<file path="src/rtl/gt_pkg.sv">
package gt_pkg;
  localparam int unsigned OFS_CNT_LO = 'h00;
  localparam int unsigned OFS_CNT_HI = 'h04;
  localparam int unsigned OFS_CTRL   = 'h08;
  localparam int unsigned OFS_STAT   = 'h0C;
  localparam int unsigned OFS_CMP_LO = 'h10;
  localparam int unsigned OFS_CMP_HI = 'h14;
  localparam int unsigned OFS_RELOAD = 'h18;

  localparam int unsigned CTRL_CMP_BIT = 1;
  localparam int unsigned STAT_FLG_BIT = 0;

  // packed MSB first: field order gives bit 3..0
  typedef struct packed {
    logic auto_inc;
    logic irq_en;
    logic cmp_en;
    logic cnt_en;
  } ctrl_t;

  localparam int unsigned CTRL_W = $bits(ctrl_t);
endpackage

</file>
<file path="src/rtl/gt_counter.sv">
module gt_counter #(
  parameter int unsigned DW = 32
) (
  input  logic            clk_i,
  input  logic            rst_ni,
  input  logic            en_i,
  input  logic            wr_lo_i,
  input  logic            wr_hi_i,
  input  logic [DW-1:0]   wdata_i,
  output logic [2*DW-1:0] cnt_o
);
  localparam int unsigned CW = 2 * DW;

  logic [CW-1:0] cnt_q;

  // single full-width register: carry into the high half lands on the same edge
  always_ff @(posedge clk_i or negedge rst_ni) begin
    if (!rst_ni)      cnt_q <= '0;
    else if (wr_lo_i) cnt_q <= {cnt_q[CW-1:DW], wdata_i};
    else if (wr_hi_i) cnt_q <= {wdata_i, cnt_q[DW-1:0]};
    else if (en_i)    cnt_q <= cnt_q + CW'(1);
  end

  assign cnt_o = cnt_q;
endmodule

</file>
<file path="src/rtl/gt_match.sv">
module gt_match #(
  parameter int unsigned CW = 64
) (
  input  logic          clk_i,
  input  logic          rst_ni,
  input  logic [CW-1:0] cnt_i,
  input  logic [CW-1:0] cmp_i,
  input  logic          cmp_en_i,
  input  logic          suppress_i,
  input  logic          clr_i,
  output logic          evt_o,
  output logic          flag_o
);
  logic raw_match;
  logic match_q;
  logic flag_q;

  assign raw_match = cmp_en_i && (cnt_i >= cmp_i);
  assign evt_o     = raw_match && !match_q && !suppress_i;

  always_ff @(posedge clk_i or negedge rst_ni) begin
    if (!rst_ni) begin
      match_q <= 1'b0;
      flag_q  <= 1'b0;
    end else begin
      // hold history during a suppressed cycle so the edge is deferred, not lost
      if (!suppress_i) match_q <= raw_match;
      flag_q <= evt_o || (flag_q && !clr_i);
    end
  end

  assign flag_o = flag_q;
endmodule

</file>
<file path="src/rtl/gt_regs.sv">
module gt_regs
  import gt_pkg::*;
#(
  parameter int unsigned DW = 32,
  parameter int unsigned AW = 5
) (
  input  logic              clk_i,
  input  logic              rst_ni,
  input  logic              we_i,
  input  logic [AW-1:0]     addr_i,
  input  logic [DW-1:0]     wdata_i,
  input  logic              re_i,
  input  logic [2*DW-1:0]   cnt_i,
  input  logic              flag_i,
  input  logic              evt_i,
  output ctrl_t             ctrl_o,
  output logic [2*DW-1:0]   cmp_o,
  output logic [DW-1:0]     rdata_o,
  output logic              wr_cnt_lo_o,
  output logic              wr_cnt_hi_o,
  output logic              suppress_o,
  output logic              clr_o
);
  localparam int unsigned CW = 2 * DW;

  ctrl_t         ctrl_q;
  logic [CW-1:0] cmp_q, cmp_d;
  logic [DW-1:0] rld_q;

  logic hit_ctrl, hit_stat, hit_cmp_lo, hit_cmp_hi, hit_rld;

  assign wr_cnt_lo_o = we_i && (addr_i == AW'(OFS_CNT_LO));
  assign wr_cnt_hi_o = we_i && (addr_i == AW'(OFS_CNT_HI));
  assign hit_ctrl    = we_i && (addr_i == AW'(OFS_CTRL));
  assign hit_stat    = we_i && (addr_i == AW'(OFS_STAT));
  assign hit_cmp_lo  = we_i && (addr_i == AW'(OFS_CMP_LO));
  assign hit_cmp_hi  = we_i && (addr_i == AW'(OFS_CMP_HI));
  assign hit_rld     = we_i && (addr_i == AW'(OFS_RELOAD));

  assign suppress_o = hit_ctrl && wdata_i[CTRL_CMP_BIT];
  assign clr_o      = hit_stat && wdata_i[STAT_FLG_BIT];

  // software write to a compare half wins over the reload step
  always_comb begin
    cmp_d = cmp_q;
    if (hit_cmp_lo)                    cmp_d[DW-1:0]  = wdata_i;
    else if (hit_cmp_hi)               cmp_d[CW-1:DW] = wdata_i;
    else if (evt_i && ctrl_q.auto_inc) cmp_d = cmp_q + CW'(rld_q);
  end

  always_ff @(posedge clk_i or negedge rst_ni) begin
    if (!rst_ni) begin
      ctrl_q <= '0;
      cmp_q  <= '0;
      rld_q  <= '0;
    end else begin
      if (hit_ctrl) ctrl_q <= ctrl_t'(wdata_i[CTRL_W-1:0]);
      if (hit_rld)  rld_q  <= wdata_i;
      cmp_q <= cmp_d;
    end
  end

  always_comb begin
    rdata_o = '0;
    if (re_i) begin
      case (addr_i)
        AW'(OFS_CNT_LO): rdata_o = cnt_i[DW-1:0];
        AW'(OFS_CNT_HI): rdata_o = cnt_i[CW-1:DW];
        AW'(OFS_CTRL):   rdata_o = {{(DW-CTRL_W){1'b0}}, ctrl_q};
        AW'(OFS_STAT):   rdata_o = {{(DW-1){1'b0}}, flag_i};
        AW'(OFS_CMP_LO): rdata_o = cmp_q[DW-1:0];
        AW'(OFS_CMP_HI): rdata_o = cmp_q[CW-1:DW];
        AW'(OFS_RELOAD): rdata_o = rld_q;
        default:         rdata_o = '0;
      endcase
    end
  end

  assign ctrl_o = ctrl_q;
  assign cmp_o  = cmp_q;
endmodule

</file>
<file path="src/rtl/glb_timer.sv">
module glb_timer
  import gt_pkg::*;
#(
  parameter int unsigned DW = 32,
  parameter int unsigned AW = 5
) (
  input  logic          clk_i,
  input  logic          rst_ni,
  input  logic          we_i,
  input  logic [AW-1:0] addr_i,
  input  logic [DW-1:0] wdata_i,
  input  logic          re_i,
  output logic [DW-1:0] rdata_o,
  output logic          irq_o,
  output logic          event_o
);
  localparam int unsigned CW = 2 * DW;

  ctrl_t         ctrl;
  logic [CW-1:0] cnt;
  logic [CW-1:0] cmp;
  logic          wr_cnt_lo, wr_cnt_hi, suppress, clr, evt, flag;

  gt_regs #(.DW(DW), .AW(AW)) u_regs (
    .clk_i       (clk_i),
    .rst_ni      (rst_ni),
    .we_i        (we_i),
    .addr_i      (addr_i),
    .wdata_i     (wdata_i),
    .re_i        (re_i),
    .cnt_i       (cnt),
    .flag_i      (flag),
    .evt_i       (evt),
    .ctrl_o      (ctrl),
    .cmp_o       (cmp),
    .rdata_o     (rdata_o),
    .wr_cnt_lo_o (wr_cnt_lo),
    .wr_cnt_hi_o (wr_cnt_hi),
    .suppress_o  (suppress),
    .clr_o       (clr)
  );

  gt_counter #(.DW(DW)) u_cnt (
    .clk_i   (clk_i),
    .rst_ni  (rst_ni),
    .en_i    (ctrl.cnt_en),
    .wr_lo_i (wr_cnt_lo),
    .wr_hi_i (wr_cnt_hi),
    .wdata_i (wdata_i),
    .cnt_o   (cnt)
  );

  gt_match #(.CW(CW)) u_match (
    .clk_i      (clk_i),
    .rst_ni     (rst_ni),
    .cnt_i      (cnt),
    .cmp_i      (cmp),
    .cmp_en_i   (ctrl.cmp_en),
    .suppress_i (suppress),
    .clr_i      (clr),
    .evt_o      (evt),
    .flag_o     (flag)
  );

  assign event_o = flag;
  assign irq_o   = flag && ctrl.irq_en;
endmodule

</file>
<file path="config.mk">
export PLATFORM = sky130hd
export DESIGN_NAME = glb_timer
export DESIGN_NICKNAME = d
export VERILOG_FILES = /design/src/rtl/gt_pkg.sv /design/src/rtl/gt_counter.sv /design/src/rtl/gt_match.sv /design/src/rtl/gt_regs.sv /design/src/rtl/glb_timer.sv
export SDC_FILE = /design/constraint.sdc
export NUM_CORES = 1
export LEC_CHECK = 0
export ABC_AREA = 1
export CELL_PAD_IN_SITES_DETAIL_PLACEMENT = 2
export CELL_PAD_IN_SITES_GLOBAL_PLACEMENT = 2
export CORE_MARGIN = 10
export CORE_UTILIZATION = 37
export CTS_CLUSTER_DIAMETER = 60
export CTS_CLUSTER_SIZE = 12
export DETAILED_ROUTE_END_ITERATION = 6
export PLACE_DENSITY_LB_ADDON = 0.08
export SLEW_MARGIN = 20
export SYNTH_ARGS = -nofsm -noshare
export SYNTH_HDL_FRONTEND = slang
export SYNTH_SLANG_ARGS = --single-unit
</file>
<file path="constraint.sdc">
create_clock -name clk_i -period 6.8 [get_ports clk_i]
set_clock_uncertainty 0.15 [all_clocks]
set_input_delay 1.36 -clock clk_i [delete_from_list [all_inputs] [get_ports clk_i]]
set_output_delay 1.36 -clock clk_i [all_outputs]
set_load 0.02 [all_outputs]
</file>
Word-level counts from Yosys, hierarchy flattened
Cells that the tools add are included.

cells by class
  reduce and logical (&&, ||, !) cells = 28
  $add $sub $neg = 2
  mux-type cells = 9
  equal/unequal tests = 8
  bitwise logic cells = 2
  $lt $le $gt $ge = 1

operators by type and width
  cell                                                 count
  one-hot mux 32 bit (7 select lines)                  1
  2-to-1 mux 64 bit                                    3
  2-to-1 mux 32 bit                                    5
  adder 64 x 1 -> 64 bit, second input constant        1
  adder 64 x 32 -> 64 bit                              1
  greater-or-equal comparator 64 bit                   1
  equality test 5 bit, second input constant           3
  logical AND 1 bit                                    15
  equality test 5 x 4 -> 1 bit, second input constant  2
  AND reduction 2 bit                                  4
  nonzero test 2 bit                                   4
  equality test 5 x 3 -> 1 bit, second input constant  1
  zero test 5 bit                                      1
  != test 2 x 1 -> 1 bit, second input constant        2
  zero test 1 bit                                      3
  inverter 1 bit                                       2
  logical OR 1 bit                                     1

word-level totals
  word-level logic and storage cells = 61
  output and inout port bits = 34
  bits of input ports = 41
  flip-flop bits (word level) = 166

Depth between registers and ports, before layout
Gate-level depths: netlist of the first run.

  word-level depth = 9
  mapped depth = 21

Hierarchy
A second synthesis of the first run with hierarchy kept.

unflattened totals
  cells, all modules = 2731
  area total of the unflattened synthesis = 16216.8 um^2

by module, submodules not included
  module      area an instance (um^2)  cells each  sequential area each (um^2)  instances
  gt_regs     9251.4                   1562        2502.4                       1
  gt_counter  5122.4                   875         1601.5                       1
  gt_match    1835.5                   292         50.0                         1
  glb_timer   7.5                      2           0.0                          1

Worst setup path after synthesis of the first run
Ideal clock, no wire load.

  path type = input port to output port
  start = input addr_i[1]
  end = output rdata_o[22]
  data required time = 5.290 ns
  arrival = 2.774 ns
  slack = 2.516 ns
  stages on the path = 9
  path through = nor2_2 > nand3_1 > nor2_1 > inv_2 > clkbuf_1 > clkbuf_1 > o22ai_1 > a21oi_1 > a31oi_1

between the ends
  cells in the longest elaborated chain, start to end = 3
  elaborated cells between the ends (all ways) = 9
  those cells by class = eq/ne: 6; mux: 2; reduce/logical: 1

RTL lines
  element                                            RTL line         RTL
  from (decl)                                        glb_timer.sv:10  input logic [AW-1:0] addr_i,
  equality test 5 bit, or another cell as far along  gt_regs.sv:66    case (addr_i)
  one-hot mux 32 bit (7 select lines) *              gt_regs.sv:66
  2-to-1 mux 32 bit *                                gt_regs.sv:65    if (re_i) begin
  to (decl)                                          glb_timer.sv:13  output logic [DW-1:0] rdata_o,

Mark *: on every way between the ends. The rest lies on a longest branch, timed or not.

Worst setup path after layout of the first run
  start = input addr_i[3]
  end = output rdata_o[31]

The elaborated chain is that of the path after synthesis.

==> results of run 1 <==
==> synthesized netlist by cell type, types with 37 or more instances <==
cell / number / area (um^2)
nand2_1: 940 / 3530
inv_1: 344 / 1290
nand3_1: 214 / 1070
nor2_1: 168 / 631
dfrtp_1: 166 / 4150
o21ai_0: 129 / 646
a21oi_1: 109 / 546
ha_1: 97 / 1210
clkbuf_1: 40 / 150
nand4_1: 39 / 244
nor3_1: 38 / 190
xor2_1: 37 / 324
==> layout by cell type (no fill, tap or decap), types with 4 or more instances in the layout <==
cell,n
nor2_4,7
nand3_1,214
ha_1,97
clkdlybuf4s50_1,73
nand4_1,39
nor2_1,166
buf_4,12
or2_2,5
xnor2_1,5
o21a_1,4
nand2_4,9
dfrtp_1,166
o21ai_0,129
o21ai_1,28
nor2_2,15
a22oi_1,4
nand2_2,9
nor4_1,12
o21bai_1,4
a221oi_1,5
nand2_1,938
o22ai_1,31
a21oi_1,109
nor3_2,7
a31oi_1,31
o221ai_1,14
o311ai_1,5
nor3_1,38
and2_1,4
inv_1,343
inv_2,24
o211ai_1,24
clkbuf_16,17
nand3_2,4
xor2_1,37
clkinv_2,5
==> power by group <==
group	leakage [nW]	switching, W	internal (W)
logic	6.60	0.00196	0.000938
registers	2.19	0.000659	0.00127
clock network	0.285	0.000517	0.000553
==> stage by stage <==
step / instances / worst slack (ps)
floorplan: 2637 / 2520
global route: 3264 / 786
finish: 3265 / 932
CTS: 3263 / 1030
global placement: 3231 / 1040
detailed placement: 3231 / 1030
==> kinds of logic (layout without fill, tap and decap cells) <==
group / Yosys count / count (layout) / share of synthesized area [%]
flip-flops: 166 / 166 / 25.6
other: 0 / 1 / 0
multiplexers: 2 / 2 / 0.123
adder cells (fa/ha/maj): 98 / 98 / 7.59
buffers and inverters: 445 / 487 / 10.8
XOR/XNOR: 42 / 42 / 2.26
AND/OR/NAND/NOR: 1490 / 1490 / 39.8
AO/OA/AOI/OAI: 394 / 394 / 13.8
==> worst max-delay path by stage <==
stage,endpoint,slack (ps),cells after the start,start
final,rdata_o[31],930,8,addr_i[3]
after floorplan,rdata_o[22],2520,9,addr_i[1]
after detailed placement,rdata_o[31],1030,8,addr_i[3]
after CTS,rdata_o[31],1030,8,addr_i[3]
after global routing,rdata_o[31],790,8,addr_i[3]
after global placement,rdata_o[31],1040,8,addr_i[3]
==> metal layers <==
metal	vias up	GRT usage (%)	share of wire [%]
met3	229	7.18	8.7
met1	10000	45.0	41
met5	-	0	0
met2	929	55.1	44
met4	0	22.4	6.9
li1	8635	-	-
==> final cells by class <==
class | count | area [um^2] | area share [%]
multi-input combinational | 2026 | 10400 | 57.3
timing repair buffer | 87 | 862 | 4.77
tap | 585 | 732 | 4.05
clock buffer | 18 | 439 | 2.43
antenna | 1 | 2.50 | 0.0138
inverter | 368 | 1380 | 7.65
sequential | 166 | 4150 | 23.0
clock inverter | 14 | 149 | 0.823
==> worst max-delay path: cells and delay by family <==
family / cells / cell delay, ps
AOI/OAI and AO/OA: 1 / 490
buffers and inverters: 4 / 1400
and+or+nand+nor: 3 / 1090
==> sequential cells by signal, indices dropped and copies added, names as in the netlist <==
register / flops
u_regs.ctrl_o: 4
u_regs.cmp_o: 64
u_cnt.cnt_o: 64
u_match.flag_o: 1
u_regs.rld_q: 32
u_match.match_q: 1
==> flow_metrics.env, run 1 <==
export IMPL_outcome="completed"
export IMPL_cp_data_required_time_ps=5290
export IMPL_drcViolationCount=0
export IMPL_grt_pass1_wl_mm=139
export IMPL_first_iter_violations=1746
export IMPL_antenna_found_initial=4
export IMPL_synth_seq_area_share_pct=25.6
export IMPL_p_total_w=0.00589
export IMPL_cpMaxStageDelayCell="nor2_2"
export IMPL_final_net_count=2805
export IMPL_gp_congestion=0.992
export IMPL_io_pins=75
export IMPL_cts_hold_repair_buffers=0
export IMPL_portBuffers=74
export IMPL_powerDensity_nw_per_um2=326
export IMPL_path_max_fanout=17
export IMPL_core_area_um2=43300
export IMPL_async_flop_share_pct=100
export IMPL_cts_tree="built"
export IMPL_area_growth_pct=11.2
export IMPL_hold_path_class="flop to flop"
export IMPL_crit_arrival_ps=4360
export IMPL_drive_above_1_share_pct=5.23
export IMPL_vias=19800
export IMPL_p_leak_nw=9.08
export IMPL_hold_path_startpoint="u_match.match_q$_DFFE_PN0N_"
export IMPL_ir_drop_uv=176
export IMPL_avgSynthCellArea_um2=6.16
export IMPL_root_buffer="clkbuf_16"
export IMPL_startpoint_type="primary input"
export IMPL_tightest_slew_ps=966
export IMPL_synthFlopType="dfrtp_1"
export IMPL_grt_max_degree=72
export IMPL_htreeDepth=4
export IMPL_cts_buffers=17
export IMPL_cts_buffer_depth=2
export IMPL_rsz0062_at_grt="no"
export IMPL_path_cells="clkdlybuf4s50_1 > inv_2 > nor4_2 > inv_2 > nor2_2 > nand2_1 > a31oi_1 > clkdlybuf4s50_1"
export IMPL_post_route_min_period_ps=5870
export IMPL_min_period_over_period_pct=86.3
export IMPL_timing_hold_ws_ps=301
export IMPL_dpl_hpwl_mm=76.6
export IMPL_ff2ff_setup_slack_ps=2930
export IMPL_hold_depth=1
export IMPL_syn_inst=2637
export IMPL_wl_per_cell_um=29.4
export IMPL_fmax_mhz=170
export IMPL_design_area_um2=18100
export IMPL_tns_ps=0
export IMPL_hold_viol_final=0
export IMPL_die_height_um=230
export IMPL_dieWidth_um=230
export IMPL_post_cts_resized=0
export IMPL_r2r_end="u_regs.cmp_o[57]$_DFFE_PN0P_"
export IMPL_slew_headroom_pct=35.5
export IMPL_routed_wl_mm=95.9
export IMPL_path_clk_slew_ps=80
export IMPL_drtPass1Iterations=6
export IMPL_r2r_start="u_regs.cmp_o[54]$_DFFE_PN0P_"
export IMPL_cap_violations=0
export IMPL_max_stage_delay_ps=730
export IMPL_holdPathEnd="u_match.flag_o$_DFF_PN0_"
export IMPL_cts_setup_buffers=0
export IMPL_postPlaceCellArea_um2=17500
export IMPL_grt_pass1_vias=20600
export IMPL_nFillCells=5497
export IMPL_overflow=0
export IMPL_synth_edf_count=0
export IMPL_ff2ff_path_depth=14
export IMPL_rows=76
export IMPL_post_route_util_pct=41.8
export IMPL_die_area_um2=52700
export IMPL_clkLatencyLatePin_ps=510
export IMPL_final_max_slew_viol_count=0
export IMPL_synth_seq_cells=166
export IMPL_synthesis_nets=2776
export IMPL_synth_area_um2=16300
export IMPL_grt_usage_pct=35.7
export IMPL_crit_type="primary input to output port"
export IMPL_synth_warnings=0
export IMPL_synth_distinct_cells=58
export IMPL_clkSinkCount=166
export IMPL_setup_viol=0
export IMPL_start_util_pct=37.6
export IMPL_antenna_left=0
export IMPL_crit_path_end_kind="output port"
export IMPL_via_per_inst=6.07
No activity file was read; power rests on OpenSTA's default activity.
==> inputs of run 2 (changes only) <==
CORE_ASPECT_RATIO = 0.7   (was not set)
==> run 2 against run 1 <==
Effect of this change: setup slack better by 150 ps; maximum frequency increased by 2.6%; clock power is 5% higher; sequential cell count stayed put; first-iteration DRC count rose by 31%; global-route usage rose by 1.4 points; combinational power grew 4%; die area grew 0.25%; sequential power rose by 3%; sequential share of layout area about the same; via count is 1.8% higher; cell count up 0.37%; critical path type unchanged; largest cell class unchanged; highest routed layer is now met5.
==> flow_metrics.env, run 2 (synthesized netlist as in run 1, its figures left out) <==
export IMPL_outcome="completed"
export IMPL_htreeDepth=4
export IMPL_rsz0062_at_grt="no"
export IMPL_clkLatencyLatePin_ps=500
export IMPL_crit_arrival_ps=4210
export IMPL_timing_critical_path_buf_inv=6
export IMPL_grt_pass1_vias=20600
export IMPL_dieWidth_um=271
export IMPL_hold_path_class="flop to flop"
export IMPL_vias=20200
export IMPL_crit_path_end_kind="output port"
export IMPL_tns_ps=0
export IMPL_cp_num_cells=10
export IMPL_cts_buffers=17
export IMPL_gp_congestion=1.01
export IMPL_antenna_found_initial=4
export IMPL_hold_viol_final=0
export IMPL_overflow=0
export IMPL_path_cells="clkdlybuf4s50_1 > inv_2 > nor4_2 > inv_2 > nor2_2 > buf_4 > buf_4 > nand2_1 > a31oi_1 > clkdlybuf4s50_1"
export IMPL_power_frac_seq_pct=32.4
export IMPL_crit_start="addr_i[3]"
export IMPL_max_stage_delay_ps=660
export IMPL_r2r_start="u_regs.cmp_o[50]$_DFFE_PN0P_"
export IMPL_cts_buffer_depth=2
export IMPL_die_height_um=195
export IMPL_final_cell_mix="nand2_1, inv_1, nand3_1, nor2_1, dfrtp_1"
export IMPL_min_period_over_period_pct=84.1
export IMPL_placed_cells=3241
export IMPL_first_iter_violations=2295
export IMPL_endpoint="rdata_o[6]"
export IMPL_p_leak_nw=9.08
export IMPL_wl_per_cell_um=30.6
export IMPL_cts_setup_buffers=0
export IMPL_core_area_um2=43600
export IMPL_area_growth_pct=11.3
export IMPL_drcViolationCount=0
export IMPL_final_net_count=2805
export IMPL_intPower_w=0.00277
export IMPL_grt_max_degree=72
export IMPL_tightest_slew_ps=1040
export IMPL_powerDensity_nw_per_um2=337
export IMPL_slew_headroom_pct=30.1
export IMPL_r2r_end="u_regs.cmp_o[9]$_DFFE_PN0P_"
export IMPL_clkSinkCount=166
export IMPL_post_route_min_period_ps=5720
export IMPL_via_per_inst=6.15
export IMPL_nFillCells=5501
export IMPL_ir_drop_uv=217
export IMPL_pwr_share_clk_pct=18.3
export IMPL_antenna_left=0
export IMPL_cpMaxStageDelayCell="clkdlybuf4s50_1"
export IMPL_fmax_mhz=175
export IMPL_grt_pass1_wl_mm=145
export IMPL_cts_tree="built"
export IMPL_layout_commonest_cell="nand2_1"
export IMPL_cts_hold_repair_buffers=0
export IMPL_io_pins=75
export IMPL_ff2ff_setup_slack_ps=2430
export IMPL_routed_wl_mm=100
export IMPL_path_delay_family="buffers and inverters"
export IMPL_path_max_fanout=18
export IMPL_drtPass1Iterations=5
export IMPL_switching_power_w=0.00333
export IMPL_post_cts_resized=0
export IMPL_rows=64
export IMPL_startpoint_type="primary input"
export IMPL_path_clk_slew_ps=80
export IMPL_crit_type="primary input to output port"
export IMPL_combPwrFrac_pct=49.3
export IMPL_cp_data_required_time_ps=5290
export IMPL_final_cells=3277
export IMPL_p_sw_share_pct=54.6
export IMPL_portBuffers=74
export IMPL_root_buffer="clkbuf_16"
export IMPL_drive_above_1_share_pct=5.23
export IMPL_dpl_hpwl_mm=79.7
export IMPL_cap_violations=0
export IMPL_ff2ff_path_depth=14
export IMPL_setup_viol=0
export IMPL_die_area_um2=52800
export IMPL_start_util_pct=37.3
export IMPL_grt_usage_pct=37.1
export IMPL_final_max_slew_viol_count=0
-- run 2: worst min path at each step --
stage | startpoint | to | slack, ps | depth (start not counted)
final | u_match.match_q$_DFFE_PN0N_ | u_match.flag_o$_DFF_PN0_ | 360 | 1
after floorplan | u_match.match_q$_DFFE_PN0N_ | u_match.flag_o$_DFF_PN0_ | 280 | 1
after CTS | u_match.match_q$_DFFE_PN0N_ | u_match.flag_o$_DFF_PN0_ | 360 | 1
after detailed placement | u_match.match_q$_DFFE_PN0N_ | u_match.flag_o$_DFF_PN0_ | 330 | 1
after global placement | u_match.match_q$_DFFE_PN0N_ | u_match.flag_o$_DFF_PN0_ | 330 | 1
after global routing | u_match.match_q$_DFFE_PN0N_ | u_match.flag_o$_DFF_PN0_ | 400 | 1
-- run 2: power by group through the flow --
stage / sequential (W) / combinational [W] / clock (W)
2_1_floorplan: 0.00158 / 0.00187 / 0
3_3_place_gp: 0.00192 / 0.00266 / 0
3_5_place_dp: 0.00193 / 0.00286 / 0
4_1_cts: 0.00192 / 0.00291 / 0.00111
5_1_grt: 0.00197 / 0.00329 / 0.00115
6_report: 0.00198 / 0.00301 / 0.00112
-- run 2: cell type report --
class | instances | area, um^2 | share of cell area, %
multi-input cells | 2026 | 10400 | 57.3
flip-flops and latches | 166 | 4150 | 23.0
inverters | 368 | 1380 | 7.64
repair buffers | 87 | 842 | 4.65
well taps | 594 | 743 | 4.11
clock buffers | 18 | 439 | 2.43
clock inverters | 14 | 164 | 0.906
diodes | 4 | 10.0 | 0.0553
-- run 2: stage by stage --
step | hold WS [ps] | setup slack [ps] | util (%) | cell area (um^2) | total power, W
2_1_floorplan | 284 | 2520 | - | 16300 | 0.00345
3_3_place_gp | 326 | 1230 | 40.1 | 17500 | 0.00457
3_5_place_dp | 334 | 1140 | 40.1 | 17500 | 0.00479
4_1_cts | 360 | 1130 | 41.5 | 18100 | 0.00595
5_1_grt | 400 | 1020 | 41.5 | 18100 | 0.00640
6_report | 364 | 1080 | 41.5 | 18100 | 0.00610
-- run 2: layer usage --
layer	GRT usage (%)	routed length [um]	vias to the layer above
li1	-	-	8637
met1	49.3	43000	10200
met2	53.8	40800	1081
met3	14.3	12500	196
met4	13.0	3870	4
met5	0	27	-
==> inputs of run 3 (changes only) <==
CORE_UTILIZATION = 31   (was 37)
clock period = 5.15 ns   (was 6.8 ns; I/O delays follow)
==> run 3 against run 2 <==
Effect of this change: sequential cell count unchanged; wire length up 4.2%; largest cell class unchanged; count of clock-buffer cells in the layout up 2; highest routed layer is now met4; sequential power up 29%; critical endpoint is now rdata_o[23]; global-route usage down 3.9 points; power up 29%; die area up 18%; critical path depth down 1.
==> flow_metrics.env, run 3 (synthesized netlist as in run 1, its figures left out) <==
export IMPL_design_area_um2=18400
export IMPL_path_max_fanout=27
export IMPL_min_period_over_period_pct=96.2
export IMPL_postPlaceCellArea_um2=17800
export IMPL_clkSinkCount=166
export IMPL_hold_depth=1
export IMPL_place_ws_ps=301
export IMPL_crit_start="addr_i[3]"
export IMPL_routed_wl_mm=104
export IMPL_slew_headroom_pct=25.1
export IMPL_root_buffer="clkbuf_16"
export IMPL_startpoint_type="primary input"
export IMPL_setup_slack_ps=198
export IMPL_core_area_um2=52000
export IMPL_first_iter_violations=2146
export IMPL_rows=70
export IMPL_setup_viol=0
export IMPL_cts_setup_buffers=0
export IMPL_drcViolationCount=0
export IMPL_grt_max_degree=88
export IMPL_gp_congestion=0.994
export IMPL_p_total_w=0.00790
export IMPL_path_clk_slew_ps=70
export IMPL_via_per_inst=5.77
export IMPL_hold_viol_final=0
export IMPL_final_cell_mix="nand2_1, inv_1, nand3_1, nor2_1, dfrtp_1"
export IMPL_die_height_um=212
export IMPL_cts_hold_repair_buffers=0
export IMPL_start_util_pct=31.2
export IMPL_hold_path_startpoint="u_match.match_q$_DFFE_PN0N_"
export IMPL_hold_path_class="flop to flop"
export IMPL_r2r_start="u_regs.cmp_o[31]$_DFFE_PN0P_"
export IMPL_max_stage_delay_ps=720
export IMPL_io_pins=75
export IMPL_area_growth_pct=12.9
export IMPL_drtPass1Iterations=5
export IMPL_p_leak_nw=9.17
export IMPL_grt_pass1_vias=20000
export IMPL_crit_path_end_kind="output port"
export IMPL_rsz0062_at_grt="no"
export IMPL_overflow=0
export IMPL_wl_per_cell_um=30.8
export IMPL_path_cells="clkdlybuf4s50_1 > inv_2 > nor4_2 > inv_2 > nor2_2 > buf_4 > nand2_1 > a31oi_1 > clkdlybuf4s50_1"
export IMPL_cpMaxStageDelayCell="clkdlybuf4s50_1"
export IMPL_final_net_count=2830
export IMPL_cap_violations=0
export IMPL_final_max_slew_viol_count=0
export IMPL_antenna_found_initial=6
export IMPL_portBuffers=74
export IMPL_clkLatencyLatePin_ps=480
export IMPL_vias=19600
export IMPL_cts_tree="built"
export IMPL_ir_drop_uv=237
export IMPL_die_area_um2=62100
export IMPL_layout_commonest_cell="nand2_1"
export IMPL_antenna_left=0
export IMPL_grt_usage_pct=33.2
export IMPL_crit_arrival_ps=3770
export IMPL_post_route_min_period_ps=4950
export IMPL_tightest_slew_ps=1110
export IMPL_outcome="completed"
export IMPL_drive_above_1_share_pct=6.07
export IMPL_dpl_hpwl_mm=85.5
export IMPL_htreeDepth=4
export IMPL_fmax_mhz=202
export IMPL_dieWidth_um=294
export IMPL_crit_type="primary input to output port"
export IMPL_tns_ps=0
export IMPL_post_route_util_pct=35.3
export IMPL_cp_data_required_time_ps=3970
export IMPL_grt_pass1_wl_mm=148
export IMPL_powerDensity_nw_per_um2=430
export IMPL_ff2ff_path_depth=17
export IMPL_cts_buffers=17
export IMPL_post_cts_resized=0
export IMPL_cts_buffer_depth=2
-- run 3: cell count changes in the layout (fill, tap and decap cells not counted) --
| cell | before | now |
|---|---|---|
| buf_12 | 0 | 1 |
| buf_4 | 13 | 38 |
| bufinv_16 | 2 | 0 |
| clkbuf_1 | 0 | 2 |
| clkdlybuf4s50_1 | 73 | 72 |
| clkinv_4 | 2 | 4 |
| clkinvlp_4 | 2 | 4 |
| diode_2 | 4 | 8 |
| inv_6 | 5 | 3 |
| inv_8 | 2 | 0 |
-- run 3: report_power, final --
group	switching, W	total [W]	internal [W]
registers	0.000884	0.00256	0.00167
clock network	0.000677	0.00131	0.000637
logic	0.00275	0.00402	0.00127
total	0.00431	0.00790	0.00359
-- run 3: path summary, 6_finish.rpt --
check                                               end  slack (ps)
hold reg to reg                u_match.flag_o$_DFF_PN0_         330
setup / recovery                            rdata_o[23]         200
min in group asynchronous    u_cnt.cnt_o[8]$_DFFE_PN0P_         510
max in group asynchronous   u_cnt.cnt_o[36]$_DFFE_PN0P_        3310
setup reg to reg           u_regs.cmp_o[52]$_DFFE_PN0P_        1000
hold / removal                 u_match.flag_o$_DFF_PN0_         330
-- run 3: critical path, delay by kind of cell --
family | cells | cell delay [ps]
AO/OA/AOI/OAI | 1 | 460
buffers and inverters | 5 | 1740
AND/OR/NAND/NOR | 3 | 520
-- run 3: stage by stage --
| step | std cells | hold slack (ps) |
|---|---|---|
| detailed placement | 3356 | 319 |
| global placement | 3356 | 302 |
| global route | 3388 | 347 |
| finish | 3396 | 330 |
| floorplan | 2637 | 284 |
| CTS | 3388 | 329 |
-- run 3: metal layers --
layer / vias to the layer above / track usage, % / wire length, um
li1: 8689 / - / -
met1: 10100 / 48.7 / 50400
met2: 715 / 47.0 / 41800
met3: 101 / 7.92 / 9100
met4: 0 / 9.58 / 3090
met5: - / 0 / 0
-- run 3: cell type report --
type / count / area (um^2)
Multi-Input combinational cell: 2026 / 10400
Inverter: 368 / 1380
Clock inverter: 12 / 96.3
Timing Repair Buffer: 112 / 1040
Clock buffer: 20 / 447
Antenna cell: 8 / 20.0
Fill cell: 6497 / 33700
Sequential cell: 166 / 4150
Tap cell: 684 / 856
